$ cat config.mk
export PLATFORM = sky130hd
export DESIGN_NAME = mm2pkt_xlat
export DESIGN_NICKNAME = d
export VERILOG_FILES = /design/src/rtl/xlat_pkg.sv /design/src/rtl/xlat_win_regs.sv /design/src/rtl/xlat_match.sv /design/src/rtl/xlat_out_stage.sv /design/src/rtl/mm2pkt_xlat.sv
export SDC_FILE = /design/constraint.sdc
export NUM_CORES = 1
export LEC_CHECK = 0
export ABC_AREA = 0
export BUFFER_PORTS_ARGS = -buffer_cell sky130_fd_sc_hd__buf_2
export CAP_MARGIN = 20
export CORE_UTILIZATION = 33
export CTS_CLUSTER_DIAMETER = 60
export CTS_CLUSTER_SIZE = 24
export DETAILED_ROUTE_END_ITERATION = 12
export PLACE_DENSITY = 0.6
export SKIP_CTS_REPAIR_TIMING = 1
export SLEW_MARGIN = 15
export SYNTH_ARGS = -nofsm -noshare
export SYNTH_HDL_FRONTEND = slang
export SYNTH_HIERARCHICAL = 1
export SYNTH_SLANG_ARGS = --single-unit
$ cat constraint.sdc
create_clock -name clk -period 2.8 [get_ports clk]
set_input_delay 0.42 -clock clk [delete_from_list [all_inputs] [get_ports clk]]
set_output_delay 0.42 -clock clk [all_outputs]
set_load 0.01 [all_outputs]
$ cat src/rtl/xlat_pkg.sv
package xlat_pkg;
  localparam int XLAT_AW      = 32;
  localparam int XAMO_W       = 2;
  localparam int DEST_W       = 8;
  localparam int RIO_AW       = XLAT_AW + XAMO_W;
  localparam int CTL_EN_BIT   = 31;
  localparam int CTL_XAMO_LSB = 8;

  typedef enum logic [1:0] {
    SEL_BASE = 2'd0,
    SEL_MASK = 2'd1,
    SEL_OFFS = 2'd2,
    SEL_CTRL = 2'd3
  } win_sel_e;

  typedef struct packed {
    logic [XLAT_AW-1:0] base;
    logic [XLAT_AW-1:0] mask;
    logic [XLAT_AW-1:0] offset;
    logic               en;
    logic [XAMO_W-1:0]  xamo;
    logic [DEST_W-1:0]  dest;
  } xlat_win_t;
endpackage

$ cat src/rtl/xlat_win_regs.sv
module xlat_win_regs
  import xlat_pkg::*;
#(
  parameter int NUM_WIN = 4,
  localparam int IDX_W = (NUM_WIN > 1) ? $clog2(NUM_WIN) : 1,
  localparam int CAW = IDX_W + 2
) (
  input  logic                        clk,
  input  logic                        rst_n,
  input  logic                        cfg_we,
  input  logic [CAW-1:0]              cfg_addr,
  input  logic [XLAT_AW-1:0]          cfg_wdata,
  output xlat_win_t [NUM_WIN-1:0]     win_o
);
  win_sel_e         sel;
  logic [IDX_W-1:0] idx;

  assign sel = win_sel_e'(cfg_addr[1:0]);
  assign idx = cfg_addr[CAW-1:2];

  for (genvar g = 0; g < NUM_WIN; g++) begin : g_win
    xlat_win_t win_q;
    xlat_win_t win_d;
    logic      wr_en;

    assign wr_en = cfg_we && (idx == IDX_W'(g));

    always_comb begin
      win_d = win_q;
      unique case (sel)
        SEL_BASE: win_d.base   = cfg_wdata;
        SEL_MASK: win_d.mask   = cfg_wdata;
        SEL_OFFS: win_d.offset = cfg_wdata;
        SEL_CTRL: begin
          win_d.en   = cfg_wdata[CTL_EN_BIT];
          win_d.xamo = cfg_wdata[CTL_XAMO_LSB +: XAMO_W];
          win_d.dest = cfg_wdata[DEST_W-1:0];
        end
        default: win_d = win_q;
      endcase
    end

    always_ff @(posedge clk or negedge rst_n) begin
      if (!rst_n) begin
        win_q <= '0;
      end else if (wr_en) begin
        win_q <= win_d;
      end
    end

    assign win_o[g] = win_q;
  end
endmodule

$ cat src/rtl/xlat_match.sv
module xlat_match
  import xlat_pkg::*;
#(
  parameter int NUM_WIN = 4
) (
  input  logic [XLAT_AW-1:0]      req_addr,
  input  xlat_win_t [NUM_WIN-1:0] win_i,
  output logic                    hit,
  output logic [NUM_WIN-1:0]      grant,
  output logic [RIO_AW-1:0]       xl_addr,
  output logic [DEST_W-1:0]       xl_dest
);
  logic [NUM_WIN-1:0] hit_vec;
  xlat_win_t          sel_win;
  logic               taken;

  for (genvar g = 0; g < NUM_WIN; g++) begin : g_cmp
    assign hit_vec[g] = win_i[g].en &&
                        (((req_addr ^ win_i[g].base) & win_i[g].mask) == '0);
  end

  // lowest index has priority
  always_comb begin
    grant = '0;
    taken = 1'b0;
    for (int i = 0; i < NUM_WIN; i++) begin
      if (hit_vec[i] && !taken) begin
        grant[i] = 1'b1;
        taken    = 1'b1;
      end
    end
  end

  always_comb begin
    sel_win = '0;
    for (int i = 0; i < NUM_WIN; i++) begin
      if (grant[i]) sel_win = sel_win | win_i[i];
    end
  end

  assign hit     = |hit_vec;
  assign xl_addr = {sel_win.xamo,
                    (req_addr & ~sel_win.mask) | (sel_win.offset & sel_win.mask)};
  assign xl_dest = sel_win.dest;
endmodule

$ cat src/rtl/xlat_out_stage.sv
module xlat_out_stage
  import xlat_pkg::*;
(
  input  logic              clk,
  input  logic              rst_n,
  input  logic              req_valid,
  output logic              req_ready,
  input  logic              hit,
  input  logic [RIO_AW-1:0] xl_addr,
  input  logic [DEST_W-1:0] xl_dest,
  output logic              pkt_valid,
  input  logic              pkt_ready,
  output logic [RIO_AW-1:0] pkt_addr,
  output logic [DEST_W-1:0] pkt_dest,
  output logic              unmap_err
);
  logic              vld_q, vld_d;
  logic              err_q, err_d;
  logic [RIO_AW-1:0] addr_q;
  logic [DEST_W-1:0] dest_q;
  logic              accept;
  logic              load_en;

  assign req_ready = !vld_q || pkt_ready;
  assign accept    = req_valid && req_ready;
  assign load_en   = accept && hit;

  always_comb begin
    vld_d = vld_q;
    if (accept)         vld_d = hit;
    else if (pkt_ready) vld_d = 1'b0;
    err_d = accept && !hit;
  end

  always_ff @(posedge clk or negedge rst_n) begin
    if (!rst_n) begin
      vld_q <= 1'b0;
      err_q <= 1'b0;
    end else begin
      vld_q <= vld_d;
      err_q <= err_d;
    end
  end

  always_ff @(posedge clk or negedge rst_n) begin
    if (!rst_n) begin
      addr_q <= '0;
      dest_q <= '0;
    end else if (load_en) begin
      addr_q <= xl_addr;
      dest_q <= xl_dest;
    end
  end

  assign pkt_valid = vld_q;
  assign pkt_addr  = addr_q;
  assign pkt_dest  = dest_q;
  assign unmap_err = err_q;


  stall_hold_chk: assert property (@(posedge clk) disable iff (!rst_n)
    (pkt_valid && !pkt_ready) |=> (pkt_valid && $stable(pkt_addr) && $stable(pkt_dest)));


  err_excl_chk: assert property (@(posedge clk) disable iff (!rst_n)
    unmap_err |-> !pkt_valid);


  err_cause_chk: assert property (@(posedge clk) disable iff (!rst_n)
    $rose(unmap_err) |-> $past(req_valid && req_ready));


  valid_cause_chk: assert property (@(posedge clk) disable iff (!rst_n)
    $rose(pkt_valid) |-> $past(req_valid && req_ready));
endmodule

$ cat src/rtl/mm2pkt_xlat.sv
module mm2pkt_xlat
  import xlat_pkg::*;
#(
  parameter int NUM_WIN = 4,
  localparam int IDX_W = (NUM_WIN > 1) ? $clog2(NUM_WIN) : 1,
  localparam int CAW = IDX_W + 2
) (
  input  logic               clk,
  input  logic               rst_n,
  input  logic               cfg_we,
  input  logic [CAW-1:0]     cfg_addr,
  input  logic [XLAT_AW-1:0] cfg_wdata,
  input  logic               req_valid,
  output logic               req_ready,
  input  logic [XLAT_AW-1:0] req_addr,
  output logic               pkt_valid,
  input  logic               pkt_ready,
  output logic [RIO_AW-1:0]  pkt_addr,
  output logic [DEST_W-1:0]  pkt_dest,
  output logic               unmap_err
);
  xlat_win_t [NUM_WIN-1:0] win;
  logic                    hit;
  logic [NUM_WIN-1:0]      grant;
  logic [RIO_AW-1:0]       xl_addr;
  logic [DEST_W-1:0]       xl_dest;

  xlat_win_regs #(.NUM_WIN(NUM_WIN)) u_regs (
    .clk       (clk),
    .rst_n     (rst_n),
    .cfg_we    (cfg_we),
    .cfg_addr  (cfg_addr),
    .cfg_wdata (cfg_wdata),
    .win_o     (win)
  );

  xlat_match #(.NUM_WIN(NUM_WIN)) u_match (
    .req_addr (req_addr),
    .win_i    (win),
    .hit      (hit),
    .grant    (grant),
    .xl_addr  (xl_addr),
    .xl_dest  (xl_dest)
  );


  grant_onehot_chk: assert property (@(posedge clk) disable iff (!rst_n)
    req_valid |-> ($onehot0(grant) && (hit == (grant != '0))));

  xlat_out_stage u_out (
    .clk       (clk),
    .rst_n     (rst_n),
    .req_valid (req_valid),
    .req_ready (req_ready),
    .hit       (hit),
    .xl_addr   (xl_addr),
    .xl_dest   (xl_dest),
    .pkt_valid (pkt_valid),
    .pkt_ready (pkt_ready),
    .pkt_addr  (pkt_addr),
    .pkt_dest  (pkt_dest),
    .unmap_err (unmap_err)
  );
endmodule

==> flow_metrics.tcl, run 1 <==
set metrics [dict create \
    die_h_um 265 \
    cp-startpoint "u_regs/win_o[318]" \
    drive_gt1_share_pct 41.5 \
    stdcell_area_um2 27300 \
    crit_type "register to register" \
    firstDrtPassIters 5 \
    drt_iter0_markers 1443 \
    hold_viol_final 0 \
    core_um2 68600 \
    slew_violations 0 \
    grt_antenna_before_repair 3 \
    grt_usage_pct 20.6 \
    gp_congestion 0.910 \
    timing.hold.ws_ns 0.0755 \
    cp_slowest_stage_delay_ns 0.49 \
    row_count 96 \
    netlist_area_um2 22800 \
    cts_buffers 39 \
    total_power_uw 20500 \
    pwr_density_cell_nw_per_um2 748 \
    fmax_ghz 0.321 \
    crit_slowest_cell "nor4_1" \
    p_leak_uw 0.0121 \
    critPathCapture "u_out/pkt_addr[23]" \
    cts_tree "built" \
    initial_core_util_pct 33.3 \
    setup_viol 42 \
    clk_pin_slew_ns 0.07 \
    synthCells 1824 \
    layout.nets 2111 \
    outcome "finished with violations" \
    fp.dieW_um 265 \
    cp.arrival_ns 3.59 \
    critPathCaptureType "register" \
    violations "negative setup slack" \
    h-tree-depth 2 \
    fillers 6459 \
    via_count 16100 \
    vdd_drop_max_mv 0.417 \
    dp_hpwl_um 49900 \
    clock_path_buffers 3 \
    clock_latency_ns 0.60 \
    r2r_end "u_out/pkt_addr[23]" \
    place.port_buffers 117 \
    finalWorstSetupSlack_ns -0.313 \
    clock_skew_ns 0.0400 \
    grt_pass1_wl_um 109000 \
    hold_class "input port to register" \
    grt_overflow_total 0 \
    io-pin-count 118 \
    critPathLaunchType "register" \
    place_area_um2 25600 \
    reg2reg_from "u_regs/win_o[318]" \
    first_global_vias 16500 \
    path_cells "xor2_1, a22oi_1, buf_4, nand4_1, buf_4, nor3_4, and2_4, buf_4, buf_4, nor4_1, a21oi_1, o21a_1, mux2_4" \
    period_minus_slack_ns 3.11 \
    cpMostUsedCell "buf_4" \
    antenna_left 0 \
    syn_nets 1897 \
    cap_violations 0 \
    rsz0062_at_grt "true" \
    route.detailed.drc 0 \
    yosys_warnings 6 \
    grt_max_degree 140 \
    wl_um 72700 \
    tightest_slew_ns 0.841 \
    avgSynthCellArea_um2 12.5 \
    cts_root_buf "clkbuf_16" \
    cp_max_fo 6 \
    syn_to_final_growth_pct 19.7 \
    finalCritPeriodShare_pct 111 \
    slew_headroom_pct 44.0 \
    r2r_cells 13 \
    dieArea_um2 70300 \
    cp.required_ns 3.27 \
    cts_sinks 472 \
    vias_per_cell 5.36 \
    wl_per_cell_um 24.2 \
    ff2ff_setup_slack_ns -0.31 \
]
==> worst max-delay path, delay by kind of cell, from the launching register on <==
kind	cells	cell delay, ns
AOI/OAI and AO/OA	3	0.47
xor gates and xnor gates	1	0.31
buffers and inverters	4	0.65
DFF	1	0.39
muxes	1	0.25
and+or+nand+nor	4	0.91
==> how the worst min path moves through the flow <==
stage               from           endpoint  slack [ns]  depth (start not counted)
2_1_floorplan      rst_n  u_out/pkt_addr[0]        0.12                          0
3_3_place_gp       rst_n  u_out/pkt_dest[3]        0.30                          1
3_5_place_dp       rst_n  u_out/pkt_dest[3]        0.31                          1
4_1_cts            rst_n  u_regs/win_o[117]       -0.33                          1
5_1_grt        req_valid    u_out/unmap_err        0.08                          3
6_report       req_valid    u_out/unmap_err        0.08                          3
==> report_power, final <==
part	switching, µW	internal (µW)	leakage, µW
clock network	2820	3010	0.000649
registers	1250	8470	0.00583
logic	2320	2580	0.00562
total	6390	14100	0.0121
==> flip-flops by register name (all words and copies together), names as in the netlist <==
signal           flops
u_out/pkt_dest       8
u_out/unmap_err      1
u_regs/win_o       428
u_out/pkt_addr      34
u_out/pkt_valid      1
==> stage by stage <==
| stage | cells | setup TNS (ns) | utilization (%) | setup slack (ns) |
|---|---|---|---|---|
| after floorplan | 1824 | -1.14 | - | -0.0285 |
| after global placement | 2920 | -25.29 | 37.4 | -0.740 |
| after detailed placement | 2920 | -27.96 | 37.4 | -0.735 |
| after CTS | 2988 | -19.21 | 39.3 | -0.492 |
| after global routing | 2996 | -13.26 | 39.9 | -0.345 |
| final | 2997 | -10.13 | 39.9 | -0.313 |
==> layout by cell type, fill, tap and decap left out, types with 5 or more instances in the layout <==
cell	n
a211o_1	23
a21oi_1	19
a221o_1	10
a22o_1	5
a22oi_1	43
a31oi_1	79
a31oi_2	6
buf_12	22
buf_2	116
buf_4	200
clkbuf_16	43
dfrtp_1	472
inv_1	41
inv_6	5
inv_8	5
mux2_1	78
mux2_2	350
mux2_4	42
nand2_1	54
nand3_1	75
nand4_1	14
nor2_1	37
nor2_4	9
nor3_1	35
nor4_1	6
o2111ai_1	29
o21a_1	32
or3_1	11
xor2_1	125
==> per-layer routing <==
metal / up-vias / GRT usage [%] / routed length, µm
met4: 4 / 5.34 / 1970
li1: 6997 / - / -
met5: - / 0 / 23
met2: 530 / 34.0 / 34800
met1: 8415 / 27.9 / 31900
met3: 107 / 3.44 / 4000
==> cell type report <==
class	instances	area [µm²]	area share, %
inverters	42	159	0.581
well taps	931	1160	4.26
repair buffers	347	2700	9.87
clock buffers	46	1060	3.89
multi-input cells	1136	10200	37.2
flip-flops and latches	472	11800	43.2
clock inverters	22	264	0.965
diodes	1	2.50	0.00915
No activity file was read; power rests on OpenSTA's default activity.
==> run 2: changes to the inputs <==
--- a/config.mk
+++ b/config.mk
@@ -17,5 +17,4 @@
 export SLEW_MARGIN = 15
 export SYNTH_ARGS = -nofsm -noshare
 export SYNTH_HDL_FRONTEND = slang
-export SYNTH_HIERARCHICAL = 1
 export SYNTH_SLANG_ARGS = --single-unit
==> run 2 against run 1 <==
The run still ends with negative setup slack left. Core utilization is 3.1 points higher. Setup slack gained 0.041 ns. Fmax up 1.3%. Largest power group unchanged. Non-clock buffer count up 164. Register-to-register slack improved by 0.04 ns. Critical path type unchanged. Sequential cell count is the same. First-iteration DRC count rose by 47%. Cell count increased by 12%. Clock skew shrank 0.016 ns. Count of clock-buffer cells in the layout up 4. Hold slack improved by 0.10 ns. Synthesized area grew 3.3%.
==> flow_metrics.tcl, run 2 <==
set metrics [dict create \
    ys.flop_type "dfrtp_1" \
    multiInputGateArea_um2 11200 \
    r2r_end "u_out.pkt_dest[2]" \
    path_buf_inv 4 \
    cts_sinks 472 \
    crit_type "register to register" \
    ys_top_cells_by_count "472 x dfrtp_1, 362 x mux2_2, 143 x nand2_1, 140 x clkbuf_1, 128 x xor2_1" \
    cp_max_fo 7 \
    cts_tree "built" \
    pwr_density_cell_nw_per_um2 773 \
    grt_overflow_total 0 \
    synth_area_leaders "dfrtp_1 50%, mux2_2 17%, xor2_1 4.7%" \
    grt_usage_pct 26.3 \
    drive_gt1_share_pct 43.3 \
    wl_per_cell_um 29.4 \
    whs_path_depth 3 \
    cap_violations 0 \
    grt_antenna_before_repair 4 \
    cp.required_ns 3.28 \
    layout.nets 2463 \
    path_cells "xor2_1, a22oi_2, buf_4, nand4_1, or4_4, o22ai_4, buf_12, o311a_4, buf_12, buf_12, mux2_4" \
    clock_skew_ns 0.0238 \
    largest_register_ffs 428 \
    cpMostUsedCell "buf_12" \
    dieArea_um2 72600 \
    initial_core_util_pct 33.5 \
    dp_slack_ns -0.702 \
    p_leak_uw 0.0132 \
    min_to "u_regs.win_o[376]" \
    cp_slowest_stage_delay_ns 0.60 \
    crit_slowest_cell "or4_4" \
    reg2reg_from "u_regs.win_o[205]" \
    synth-edff-count 0 \
    synthCells 2035 \
    worst-path-stages 11 \
    wl_met1_um 41900 \
    syn_to_final_growth_pct 28.2 \
    yosys.area.top_type_share_pct 50.0 \
    route.met2.wl_um 45400 \
    netlist_area_um2 23600 \
    ff2ff_setup_slack_ns -0.27 \
    met3WireLength_um 7260 \
    yosys_warnings 0 \
    vdd_drop_max_mv 0.412 \
    io-pin-count 118 \
    wl_um 99000 \
    fp.dieW_um 269 \
    tightest_slew_ns 0.805 \
    cp.arrival_ns 3.55 \
    synth_top_area_cell "dfrtp_1" \
    clk_pin_slew_ns 0.08 \
    total_power_uw 23400 \
    critPathLaunchType "register" \
    first_global_vias 19500 \
    place.port_buffers 117 \
    clock_path_buffers 3 \
    netlist-cell-type-count 54 \
    slew_headroom_pct 46.3 \
    top_layer_used "met5" \
    firstDrtPassIters 6 \
    dp_hpwl_um 69900 \
    h-tree-depth 2 \
    r2r_cells 11 \
    setup_viol 42 \
    drt_iter0_markers 2123 \
    finalCritPeriodShare_pct 110 \
    finalWorstSetupSlack_ns -0.272 \
    route.detailed.drc 0 \
    cts_root_buf "clkbuf_16" \
    outcome "finished with violations" \
    core_um2 70400 \
    clock_latency_ns 0.60 \
    yosysMostFrequentCell "dfrtp_1" \
    period_minus_slack_ns 3.07 \
    antenna_left 0 \
    grt_pass1_wl_um 140000 \
    syn_nets 2108 \
    vias_per_cell 5.82 \
    die_h_um 269 \
    crit_family "simple AND/OR/NAND/NOR gates" \
    rsz0062_at_grt "true" \
    slew_violations 0 \
    cts_buffers 42 \
    row_count 97 \
    layout_common_cells "472 x dfrtp_1, 354 x mux2_2, 325 x buf_4, 141 x nand2_1, 122 x xor2_1" \
    grt_max_degree 70 \
    regArea_um2 11800 \
    final_common_cell "dfrtp_1" \
    fillers 6588 \
    violations "negative setup slack" \
    avgSynthCellArea_um2 11.6 \
    synthArstFlopShare_pct 100 \
    worstHoldStart "cfg_wdata[12]" \
    ys_seq_elements 472 \
    fmax_ghz 0.326 \
    gp_congestion 1.04 \
    via_count 19600 \
    yosysSeqAreaShare_pct 50.0 \
    hold_viol_final 0 \
    hold_class "input port to register" \
    critPathCaptureType "register" \
]
==> run 2: cell types whose count changed in the layout (fill, tap and decap cells not counted), moves of 61 or more <==
| cell | previous run | this run |
|---|---|---|
| a31oi_1 | 79 | 0 |
| mux2_1 | 78 | 0 |
| a32oi_1 | 0 | 61 |
| nand2_1 | 54 | 141 |
| buf_4 | 200 | 325 |
| o21ai_0 | 0 | 75 |
==> run 2: worst max-delay path by stage <==
stage                 startpoint           endpoint  slack, ns
3_3_place_gp        req_addr[25]  u_out.pkt_addr[0]      -0.69
6_report       u_regs.win_o[205]  u_out.pkt_dest[2]      -0.27
4_1_cts        u_regs.win_o[187]  u_out.pkt_dest[1]      -0.55
2_1_floorplan       req_addr[16]  u_out.pkt_dest[6]       0.01
5_1_grt        u_regs.win_o[205]  u_out.pkt_addr[7]      -0.30
3_5_place_dp         req_addr[5]  u_out.pkt_dest[2]      -0.70
==> run 2: cells by family after synthesis <==
family | share of synthesized area (%)
XOR/XNOR | 4.75
flip-flops | 50.0
multiplexers | 17.3
buffers and inverters | 4.79
AO/OA/AOI/OAI | 14.9
AND/OR/NAND/NOR | 8.18
==> run 2: cell type report <==
type | count | share of cell area (%)
Multi-Input combinational cell | 1286 | 37.0
Tap cell | 940 | 3.89
Sequential cell | 472 | 39.0
Antenna cell | 4 | 0.0331
Clock buffer | 50 | 3.77
Inverter | 77 | 0.955
Clock inverter | 27 | 1.03
Timing Repair Buffer | 511 | 14.3
==> run 2: metrics by stage <==
step                hold WS (ns)  setup TNS (ns)  cells  util (%)  area [µm²]
finish                     0.180           -8.53   3367      43.0       30300
detailed placement         0.470          -27.20   3263      39.7       27900
global placement           0.463          -26.49   3263      39.7       27900
global route               0.168          -10.46   3365      43.0       30300
CTS                       -0.156          -20.68   3340      41.8       29400
floorplan                  0.124               0   2035         -       23600
==> run 2: tightest hold or removal path: stages <==
cell     delay, ns
buf_2         0.17
nand2_1       0.07
o21ai_0       0.06
==> run 2: power breakdown <==
group / total (µW) / internal (µW) / switching, µW / leakage [µW]
combinational: 7270 / 3250 / 4020 / 0.00669
clock: 6260 / 3250 / 3010 / 0.000716
sequential: 9870 / 8470 / 1410 / 0.00581
==> run 2: per-layer routing <==
metal / track usage [%] / vias up
met3: 4.17 / 193
met2: 41.4 / 930
met4: 10.5 / 2
met5: 0 / -
met1: 36.1 / 10200
li1: - / 8281
